`src/rtl/coal_pkg.sv`:
```
package coal_pkg;

  typedef enum logic {
    ST_IDLE  = 1'b0,
    ST_ISSUE = 1'b1
  } coal_state_e;

endpackage

```
`src/rtl/coal_rst_sync.sv`:
```
module coal_rst_sync (
  input  logic clk,
  input  logic rst_n,
  output logic rst_sync_n
);
  logic [1:0] sync_q;

  always_ff @(posedge clk or negedge rst_n) begin
    if (!rst_n) sync_q <= 2'b00;
    else        sync_q <= {sync_q[0], 1'b1};
  end

  assign rst_sync_n = sync_q[1];
endmodule

```
`src/rtl/coal_min_select.sv`:
```
// Picks the lowest largest-segment block among pending lanes and marks every
// pending lane that falls inside it.
module coal_min_select #(
  parameter int LANES = 16,
  parameter int KW    = 27,  // stored address bits per lane
  parameter int SPAN  = 2,   // trim bits below the block index
  localparam int BW   = KW - SPAN
) (
  input  logic [LANES-1:0]    pend,
  input  logic [LANES*KW-1:0] fields,
  output logic [BW-1:0]       best_blk,
  output logic [LANES-1:0]    sel_mask
);
  logic [BW-1:0] blk [LANES];

  for (genvar g = 0; g < LANES; g++) begin : g_blk
    assign blk[g] = fields[g*KW+SPAN +: BW];
  end

  always_comb begin
    logic found;
    found    = 1'b0;
    best_blk = '0;
    for (int i = 0; i < LANES; i++) begin
      if (pend[i] && (!found || blk[i] < best_blk)) begin
        best_blk = blk[i];
        found    = 1'b1;
      end
    end
    for (int i = 0; i < LANES; i++) begin
      sel_mask[i] = pend[i] && (blk[i] == best_blk);
    end
  end
endmodule

```
`src/rtl/coal_trim.sv`:
```
// Shrinks a selected block to the smallest aligned segment holding its lanes.
module coal_trim #(
  parameter int LANES  = 16,
  parameter int KW     = 27,
  parameter int SPAN   = 2,
  parameter int MIN_LG = 5,
  parameter int SZ_W   = 2,
  localparam int BW    = KW - SPAN
) (
  input  logic [LANES-1:0]        sel_mask,
  input  logic [LANES*KW-1:0]     fields,
  input  logic [BW-1:0]           blk,
  output logic [BW+SPAN+MIN_LG-1:0] base,
  output logic [SZ_W-1:0]         size_code
);
  logic [SPAN-1:0] off [LANES];
  logic [SPAN-1:0] and_v, or_v, mixed, keep;
  logic [SPAN:0]   fits;

  for (genvar g = 0; g < LANES; g++) begin : g_off
    assign off[g] = fields[g*KW +: SPAN];
  end

  always_comb begin
    and_v = '1;
    or_v  = '0;
    for (int i = 0; i < LANES; i++) begin
      if (sel_mask[i]) begin
        and_v = and_v & off[i];
        or_v  = or_v | off[i];
      end
    end
  end

  assign mixed = and_v ^ or_v;

  // Level g fits when no offset bit at or above g differs among the lanes.
  for (genvar g = 0; g <= SPAN; g++) begin : g_fit
    assign fits[g] = ((mixed >> g) == '0);
  end

  always_comb begin
    size_code = SZ_W'(SPAN);
    keep      = '0;
    for (int k = SPAN; k >= 0; k--) begin
      if (fits[k]) begin
        size_code = SZ_W'(k);
        keep      = SPAN'({SPAN{1'b1}} << k);
      end
    end
  end

  assign base = {blk, and_v & keep, {MIN_LG{1'b0}}};
endmodule

```
`src/rtl/coal_half_warp.sv`:
```
module coal_half_warp
  import coal_pkg::*;
#(
  parameter int LANES      = 16,
  parameter int ADDR_W     = 32,
  parameter int SEG_MIN_LG = 5,
  parameter int SEG_MAX_LG = 7,
  localparam int NLEV      = SEG_MAX_LG - SEG_MIN_LG + 1,
  localparam int SZ_W      = (NLEV > 1) ? $clog2(NLEV) : 1
) (
  input  logic                     clk,
  input  logic                     rst_n,
  input  logic                     in_valid,
  output logic                     in_ready,
  input  logic [LANES-1:0]         in_lane_valid,
  input  logic [LANES*ADDR_W-1:0]  in_addr,
  output logic                     out_valid,
  input  logic                     out_ready,
  output logic [ADDR_W-1:0]        out_base,
  output logic [SZ_W-1:0]          out_size,
  output logic [LANES-1:0]         out_mask,
  output logic                     batch_done
);
  localparam int KW   = ADDR_W - SEG_MIN_LG;
  localparam int SPAN = SEG_MAX_LG - SEG_MIN_LG;
  localparam int BW   = KW - SPAN;

  logic rst_sync_n;

  coal_rst_sync u_rst (
    .clk        (clk),
    .rst_n      (rst_n),
    .rst_sync_n (rst_sync_n)
  );

  // Only the bits at and above the smallest segment size are kept.
  logic [LANES*KW-1:0]         fields_d, fields_q;
  logic [LANES*SEG_MIN_LG-1:0] low_bits;

  for (genvar g = 0; g < LANES; g++) begin : g_split
    assign fields_d[g*KW +: KW]               = in_addr[g*ADDR_W+SEG_MIN_LG +: KW];
    assign low_bits[g*SEG_MIN_LG +: SEG_MIN_LG] = in_addr[g*ADDR_W +: SEG_MIN_LG];
  end

  logic unused_low_bits;
  assign unused_low_bits = ^low_bits;

  coal_state_e      state_q, state_d;
  logic [LANES-1:0] pend_q, pend_d;
  logic             done_q, done_d;
  logic             fields_en;
  logic             in_fire, out_fire;

  logic [BW-1:0]    best_blk;
  logic [LANES-1:0] sel_mask;

  coal_min_select #(
    .LANES (LANES),
    .KW    (KW),
    .SPAN  (SPAN)
  ) u_sel (
    .pend     (pend_q),
    .fields   (fields_q),
    .best_blk (best_blk),
    .sel_mask (sel_mask)
  );

  coal_trim #(
    .LANES  (LANES),
    .KW     (KW),
    .SPAN   (SPAN),
    .MIN_LG (SEG_MIN_LG),
    .SZ_W   (SZ_W)
  ) u_trim (
    .sel_mask  (sel_mask),
    .fields    (fields_q),
    .blk       (best_blk),
    .base      (out_base),
    .size_code (out_size)
  );

  assign in_ready   = (state_q == ST_IDLE) && rst_sync_n;
  assign out_valid  = (state_q == ST_ISSUE);
  assign out_mask   = sel_mask;
  assign batch_done = done_q;
  assign in_fire    = in_valid && in_ready;
  assign out_fire   = out_valid && out_ready;

  always_comb begin
    state_d   = state_q;
    pend_d    = pend_q;
    done_d    = 1'b0;
    fields_en = 1'b0;
    unique case (state_q)
      ST_IDLE: begin
        if (in_fire) begin
          fields_en = 1'b1;
          pend_d    = in_lane_valid;
          if (|in_lane_valid) state_d = ST_ISSUE;
          else                done_d  = 1'b1;
        end
      end
      ST_ISSUE: begin
        if (out_fire) begin
          pend_d = pend_q & ~sel_mask;
          if (pend_d == '0) begin
            state_d = ST_IDLE;
            done_d  = 1'b1;
          end
        end
      end
      default: state_d = ST_IDLE;
    endcase
  end

  always_ff @(posedge clk or negedge rst_sync_n) begin
    if (!rst_sync_n) begin
      state_q <= ST_IDLE;
      pend_q  <= '0;
      done_q  <= 1'b0;
    end else begin
      state_q <= state_d;
      pend_q  <= pend_d;
      done_q  <= done_d;
    end
  end

  always_ff @(posedge clk) begin
    if (fields_en) fields_q <= fields_d;
  end
endmodule

```
`config.mk`:
```
export PLATFORM = sky130hd
export DESIGN_NAME = coal_half_warp
export DESIGN_NICKNAME = d
export VERILOG_FILES = /design/src/rtl/coal_pkg.sv /design/src/rtl/coal_rst_sync.sv /design/src/rtl/coal_min_select.sv /design/src/rtl/coal_trim.sv /design/src/rtl/coal_half_warp.sv
export SDC_FILE = /design/constraint.sdc
export NUM_CORES = 2
export LEC_CHECK = 0
export ABC_AREA = 1
export BUFFER_PORTS_ARGS = -buffer_cell sky130_fd_sc_hd__buf_2
export CAP_MARGIN = 30
export CELL_PAD_IN_SITES_DETAIL_PLACEMENT = 1
export CELL_PAD_IN_SITES_GLOBAL_PLACEMENT = 1
export CORE_ASPECT_RATIO = 1.25
export CORE_MARGIN = 8
export CORE_UTILIZATION = 38
export CTS_BUF_LIST = sky130_fd_sc_hd__clkbuf_8 sky130_fd_sc_hd__clkbuf_16
export DETAILED_ROUTE_END_ITERATION = 6
export PLACE_DENSITY_LB_ADDON = 0.1
export SKIP_CTS_REPAIR_TIMING = 1
export SYNTH_ARGS = -nofsm -noshare
export SYNTH_HDL_FRONTEND = slang
export SYNTH_SLANG_ARGS = --single-unit
```
`constraint.sdc`:
```
create_clock -name clk -period 31.6 [get_ports clk]
set_input_delay 6.32 -clock clk [delete_from_list [all_inputs] [get_ports clk]]
set_output_delay 6.32 -clock clk [all_outputs]
set_load 0.02 [all_outputs]
```
* Yosys cells after proc, flatten, opt, wreduce, memory -nomap -nowiden
Index checks and enable logic that the tools add are counted.
Cells by class: magnitude comparators 15, reduce and logical (&&, ||, !) cells 69, equal/unequal tests 18, muxes and demuxes 82, bitwise operators 35
Operators with widths (count):
- $eq 25x25->1 | 16
- $mux 25 | 16
- $lt 25x25->1 | 15
- $mux 2 | 36
- $logic_and 1x1->1 | 34
- $and 2x2->2 | 16
- $mux 16 | 2
- $pmux 16 s2 | 1
- $or 2x2->2 | 15
- $mux 1 | 25
- $and 16x16->16 | 1
- $logic_not 16->1 | 1
- $not 16->16 | 1
- $reduce_or 16->1 | 1
- $logic_not 1->1 | 15
- $logic_or 1x1->1 | 15
- $logic_not 2->1 | 2
- $pmux 1 s2 | 2
- $ne 2x1->1 const B | 1
- $ne 2x2->1 const B | 1
- $reduce_and 2->1 | 1
- $xor 2x2->2 | 1
- $not 1->1 | 1
Word-level totals: input port bits 532, output and inout bits 53, register bits 452, word-level logic and storage cells 224

* Longest topological paths before layout
word-level depth 99, mapped depth 259, gate-level depth less buffers 229

* Cells and area by module
From an unflattened synthesis, not the netlist that was laid out.
Second synthesis, totals: cells, all modules 4840, area total of the unflattened synthesis 36088.4 um^2
Modules (own cells, without submodules):
- coal_min_select | seq. area each 0.0 um^2, cells each 4080, times used 1, area each 21165.3 um^2
- coal_half_warp | seq. area each 13422.9 um^2, cells each 593, times used 1, area each 14076.0 um^2
- coal_trim | seq. area each 0.0 um^2, cells each 164, times used 1, area each 793.3 um^2
- coal_rst_sync | seq. area each 50.0 um^2, cells each 3, times used 1, area each 53.8 um^2

* Worst setup path before layout
OpenSTA, ideal clock, no wires.
kind flip-flop to output port, start point reg pend_q[0], end point out out_base[5], setup slack -893 ps, cell stages (with the launch flop) 201, data arrival time 26173 ps, data required time 25280 ps, path through dfrtp_1 > buf_2 > buf_1 > nand2_1 > ha_1 > nand2_1 > nor2_1 > nand4_1 > nor2_1 > nand2_1 > nand3_1 > nand2_1 > nand2_2 > buf_4 > clkbuf_1 > o21ai_0 > ha_1 > nand2_1 > (+165 left out) > nand2_4 > buf_6 > buf_6 > nand2_4 > nand2_1 > nand2_1 > nand2_1 > nor2_1 > nand3_1 > nor2_1 > nand4_1 > nand2_1 > nor2_1 > nand2_1 > nor2_1 > nand2_1 > nand2_1 > nor2_1
Between the ends: word-level cells in the longest chain between the ends 98, elaborated cells between the ends (all ways) 189, classes of those cells order compare: 15; eq/ne: 16; mux: 64; bitwise: 32; reduce/logical: 62
Ends and longest elaborated chain:
- start: declaration | RTL line coal_half_warp.sv:49 | logic [LANES-1:0] pend_q, pend_d;
- start signal: assignment | RTL line coal_half_warp.sv:123 | pend_q <= pend_d;
- $mux 25 or $mux 1 (tied branches) | RTL line coal_min_select.sv:25 | if (pend[i] && (!found || blk[i] < best_blk)) begin
- $lt 25x25->1 or $logic_not 1->1 (tied branches) | RTL line coal_min_select.sv:25
- $logic_or 1x1->1 | RTL line coal_min_select.sv:25
- $logic_and 1x1->1 | RTL line coal_min_select.sv:25
- $mux 25 or $mux 1 (tied branches) | RTL line coal_min_select.sv:25
- $lt 25x25->1 or $logic_not 1->1 (tied branches) | RTL line coal_min_select.sv:25
- $logic_or 1x1->1 | RTL line coal_min_select.sv:25
- $logic_and 1x1->1 | RTL line coal_min_select.sv:25
- (+53 left out)
- via out_base[19] | RTL line coal_half_warp.sv:19 | output logic [ADDR_W-1:0] out_base,
- (+29 left out)
- $and 2x2->2 or $or 2x2->2 (tied branches) | RTL line coal_trim.sv:29, coal_trim.sv:30
- $mux 2 | RTL line coal_trim.sv:28 | if (sel_mask[i]) begin
- $and 2x2->2 or $or 2x2->2 (tied branches) | RTL line coal_trim.sv:29, coal_trim.sv:30
- $mux 2 | RTL line coal_trim.sv:28
- $xor 2x2->2 | RTL line coal_trim.sv:35 | assign mixed = and_v ^ or_v;
- $logic_not 2->1 | RTL line coal_trim.sv:39 | assign fits[g] = ((mixed >> g) == '0);
- $mux 2 | RTL line coal_trim.sv:46 | if (fits[k]) begin
- $and 2x2->2 * | RTL line coal_trim.sv:53 | assign base = {blk, and_v & keep, {MIN_LG{1'b0}}};
- end: declaration | RTL line coal_half_warp.sv:19
Mark *: on every way through the listed nets, which the timed path passes. The rest lies on a longest branch.

* Worst setup path in the final report
start point reg pend_q[0], end point out out_base[5]
Between the ends: word-level cells in the longest chain between the ends 98, elaborated cells between the ends (all ways) 189, classes of those cells order compare: 15; eq/ne: 16; mux: 64; bitwise: 32; reduce/logical: 62
Ends and longest elaborated chain (RTL line):
- $mux 25 or $mux 1 (tied branches) | coal_min_select.sv:25
- $lt 25x25->1 or $logic_not 1->1 (tied branches) | coal_min_select.sv:25
- $logic_or 1x1->1 | coal_min_select.sv:25
- $logic_and 1x1->1 | coal_min_select.sv:25
- $mux 25 or $mux 1 (tied branches) | coal_min_select.sv:25
- $lt 25x25->1 or $logic_not 1->1 (tied branches) | coal_min_select.sv:25
- $logic_or 1x1->1 | coal_min_select.sv:25
- $logic_and 1x1->1 | coal_min_select.sv:25
- (+82 left out)
- $and 2x2->2 or $or 2x2->2 (tied branches) | coal_trim.sv:29, coal_trim.sv:30
- $mux 2 | coal_trim.sv:28
- $and 2x2->2 or $or 2x2->2 (tied branches) | coal_trim.sv:29, coal_trim.sv:30
- $mux 2 | coal_trim.sv:28
- $xor 2x2->2 | coal_trim.sv:35
- $logic_not 2->1 | coal_trim.sv:39
- $mux 2 | coal_trim.sv:46
- $and 2x2->2 * | coal_trim.sv:53
Mark *: on every way between the ends. The rest lies on a longest branch, timed or not.

==> impl_metrics.py <==
metrics = {
    "status": {
        "status": "complete, but fails checks",
        "violations": "negative setup slack",
    },
    "detailed_routing": {
        "vias": 41734,
        "drc": 0,
        "drt_iter0_markers": 2867,
        "routed_wl_mm": 195,
        "wire_per_inst_um": 25.8,
        "vias_per_cell": 5.52,
        "drt_first_pass_iters": 7,
        "ant_nets": 0,
    },
    "yosys": {
        "yosysUniqueCellTypes": 44,
        "netlist_area_sq_um": 36300,
        "ys_seq_elements": 452,
        "ys_warn_count": 0,
        "ys_seq_area_share_pct": 37.1,
        "ys.flop_type": "edfxtp_1",
        "synthCells": 4851,
        "synth_edf_count": 432,
        "syn_area_per_cell_sq_um": 7.48,
        "async_flop_share_pct": 4.42,
    },
    "die": {
        "die_w_um": 292,
        "start_util_pct": 38.4,
        "die_h_um": 362,
        "num_rows": 126,
        "ios": 585,
        "dieArea_sq_um": 106000,
        "core-area_sq_um": 94600,
    },
    "clock_tree": {
        "clock_path_buffers": 3,
        "cts_tree": "yes",
        "cts_inserted_buffers": 52,
        "clockRootBuffer": "clkbuf_16",
        "htree_num_levels": 2,
        "clkLatencyLatePin_ns": 0.68,
        "clkSinkCount": 452,
        "clkTransAtPathRegs_ns": 0.06,
    },
    "cells_and_area": {
        "fin_nets": 7175,
        "multi_input_area_sq_um": 24300,
        "ff_latch_area_sq_um": 13500,
        "drive_gt1_share_pct": 39.5,
        "syn_to_final_growth_pct": 54.0,
        "n_fill_cell": 11302,
        "mostFrequentLayoutCell": "nand2_1",
        "final_cell_mix": "1508 x nand2_1, 852 x buf_4, 469 x buf_2, 467 x inv_1, 432 x edfxtp_1",
    },
    "worst_setup_path": {
        "r2r_cells": 209,
        "worstPathBufferInverterCount": 49,
        "r2r_slack_ns": 1.15,
        "reg2reg_from": "pend_q[0]",
        "path_delay_family": "simple AND/OR/NAND/NOR gates",
        "r2r-end": "batch_done",
        "slowest_delay_ns": 0.38,
        "endpoint_kind": "output port",
        "cp-start-kind": "flop",
        "crit_required_ns": 25.28,
        "cp_slowest_cell": "dfrtp_2",
        "critPathArrivalTime_ns": 30.78,
        "crit_type": "flop to output port",
        "crit_top_cell": "nand2_2",
        "path_max_fanout": 16,
    },
    "timing": {
        "finalWorstSetupSlack_ns": -5.50,
        "finalCritPeriodShare_pct": 117,
        "slew_headroom_pct": 30.5,
        "final-max-slew-violation-count": 0,
        "finalSetupViolCount": 45,
        "finalHoldViolCount": 0,
        "fmax_mhz": 27.0,
        "final.setup.tns_ns": -202.61,
        "fin_crit_ns": 37.10,
        "worstMarginPinSlew_ns": 1.04,
        "hold_slack_ns": 0.230,
        "clock_skew_ns": 0.0300,
        "rsz0062_at_grt": "true",
    },
    "global_route": {
        "grt_pass1_wl_mm": 251,
        "antenna_found_initial": 13,
        "grt_max_degree": 107,
        "track_usage_pct": 31.5,
        "grt_overflow": 0,
        "grt_pass1_vias": 40842,
    },
    "place": {
        "place_congestion": 0.975,
        "hpwl_mm": 147,
        "portBuffers": 499,
    },
    "job": {
        "cap_violations": 0,
    },
    "worst_hold_path": {
        "min_path_type": "flop to async pin",
    },
}
==> worst max-delay path by stage <==
stage | depth (start not counted) | slack, ns | from | endpoint
4_1_cts | 208 | -8.85 | pend_q[0] | out_base[5]
3_3_place_gp | 204 | -7.84 | pend_q[0] | out_base[5]
6_report | 209 | -5.50 | pend_q[0] | out_base[5]
5_1_grt | 223 | -6.55 | pend_q[0] | out_base[5]
2_1_floorplan | 195 | 0.06 | pend_q[0] | out_base[5]
3_5_place_dp | 207 | -8.03 | pend_q[0] | out_base[5]
==> cell usage after synthesis, drive strengths merged, types with 5 or more instances <==
library cell	instances	share of area, %
nand2	1795	19
clkinv	8	0.083
a211oi	35	0.72
nand3	406	5.9
nor4	17	0.29
ha	342	12
a21oi	136	1.9
clkbuf	32	0.42
nor3	6	0.083
o22ai	15	0.26
o21bai	8	0.17
nand3b	122	2.5
dfrtp	20	1.4
inv	485	5.0
buf	146	3.0
nand4	113	1.9
o221a	8	0.25
o221ai	7	0.17
a21o	11	0.23
a2111oi	5	0.12
o21ai	364	5.0
nor2	323	3.4
edfxtp	432	36
==> state kept, by name, summed over array words and instances (netlist names) <==
signal        flops
fields_q        432
pend_q           16
u_rst.sync_q      2
batch_done        1
out_valid         1
==> cells by family after synthesis <==
family	share of synthesized area (%)
buffers and inverters	8.53
flip-flops	37.1
XOR/XNOR	0.0965
AO/OA/AOI/OAI	8.95
other	0.0207
adder cells (fa/ha/maj)	11.8
AND/OR/NAND/NOR	33.5
==> stage by stage <==
stage                     cell area (sq um)  std cells  setup slack (ns)  util (%)
after detailed placement              46900       7290             -8.03      49.5
after global placement                46800       7289             -7.84      49.5
after global routing                  55900       7560             -6.55      59.1
final                                 55900       7560             -5.50      59.1
after floorplan                       36400       4855            0.0641         -
after CTS                             48600       7385             -8.85      51.4
==> layer usage <==
layer	GRT usage [%]	share of wire, %
met1	38.3	38
met2	54.3	48
met3	3.38	5.2
met4	17.3	8.4
met5	0	0.0046
==> cell type report <==
cell class	instances	area share, %
multi-input combinational	3736	43.5
antenna	2	0.00895
inverter	493	3.35
tap	1216	2.72
clock inverter	42	0.846
sequential	452	24.1
timing repair buffer	1566	23.2
clock buffer	53	2.35
Power is not shown: default switching activity piles up to over one toggle a cycle in this logic, so the estimate is an artifact.
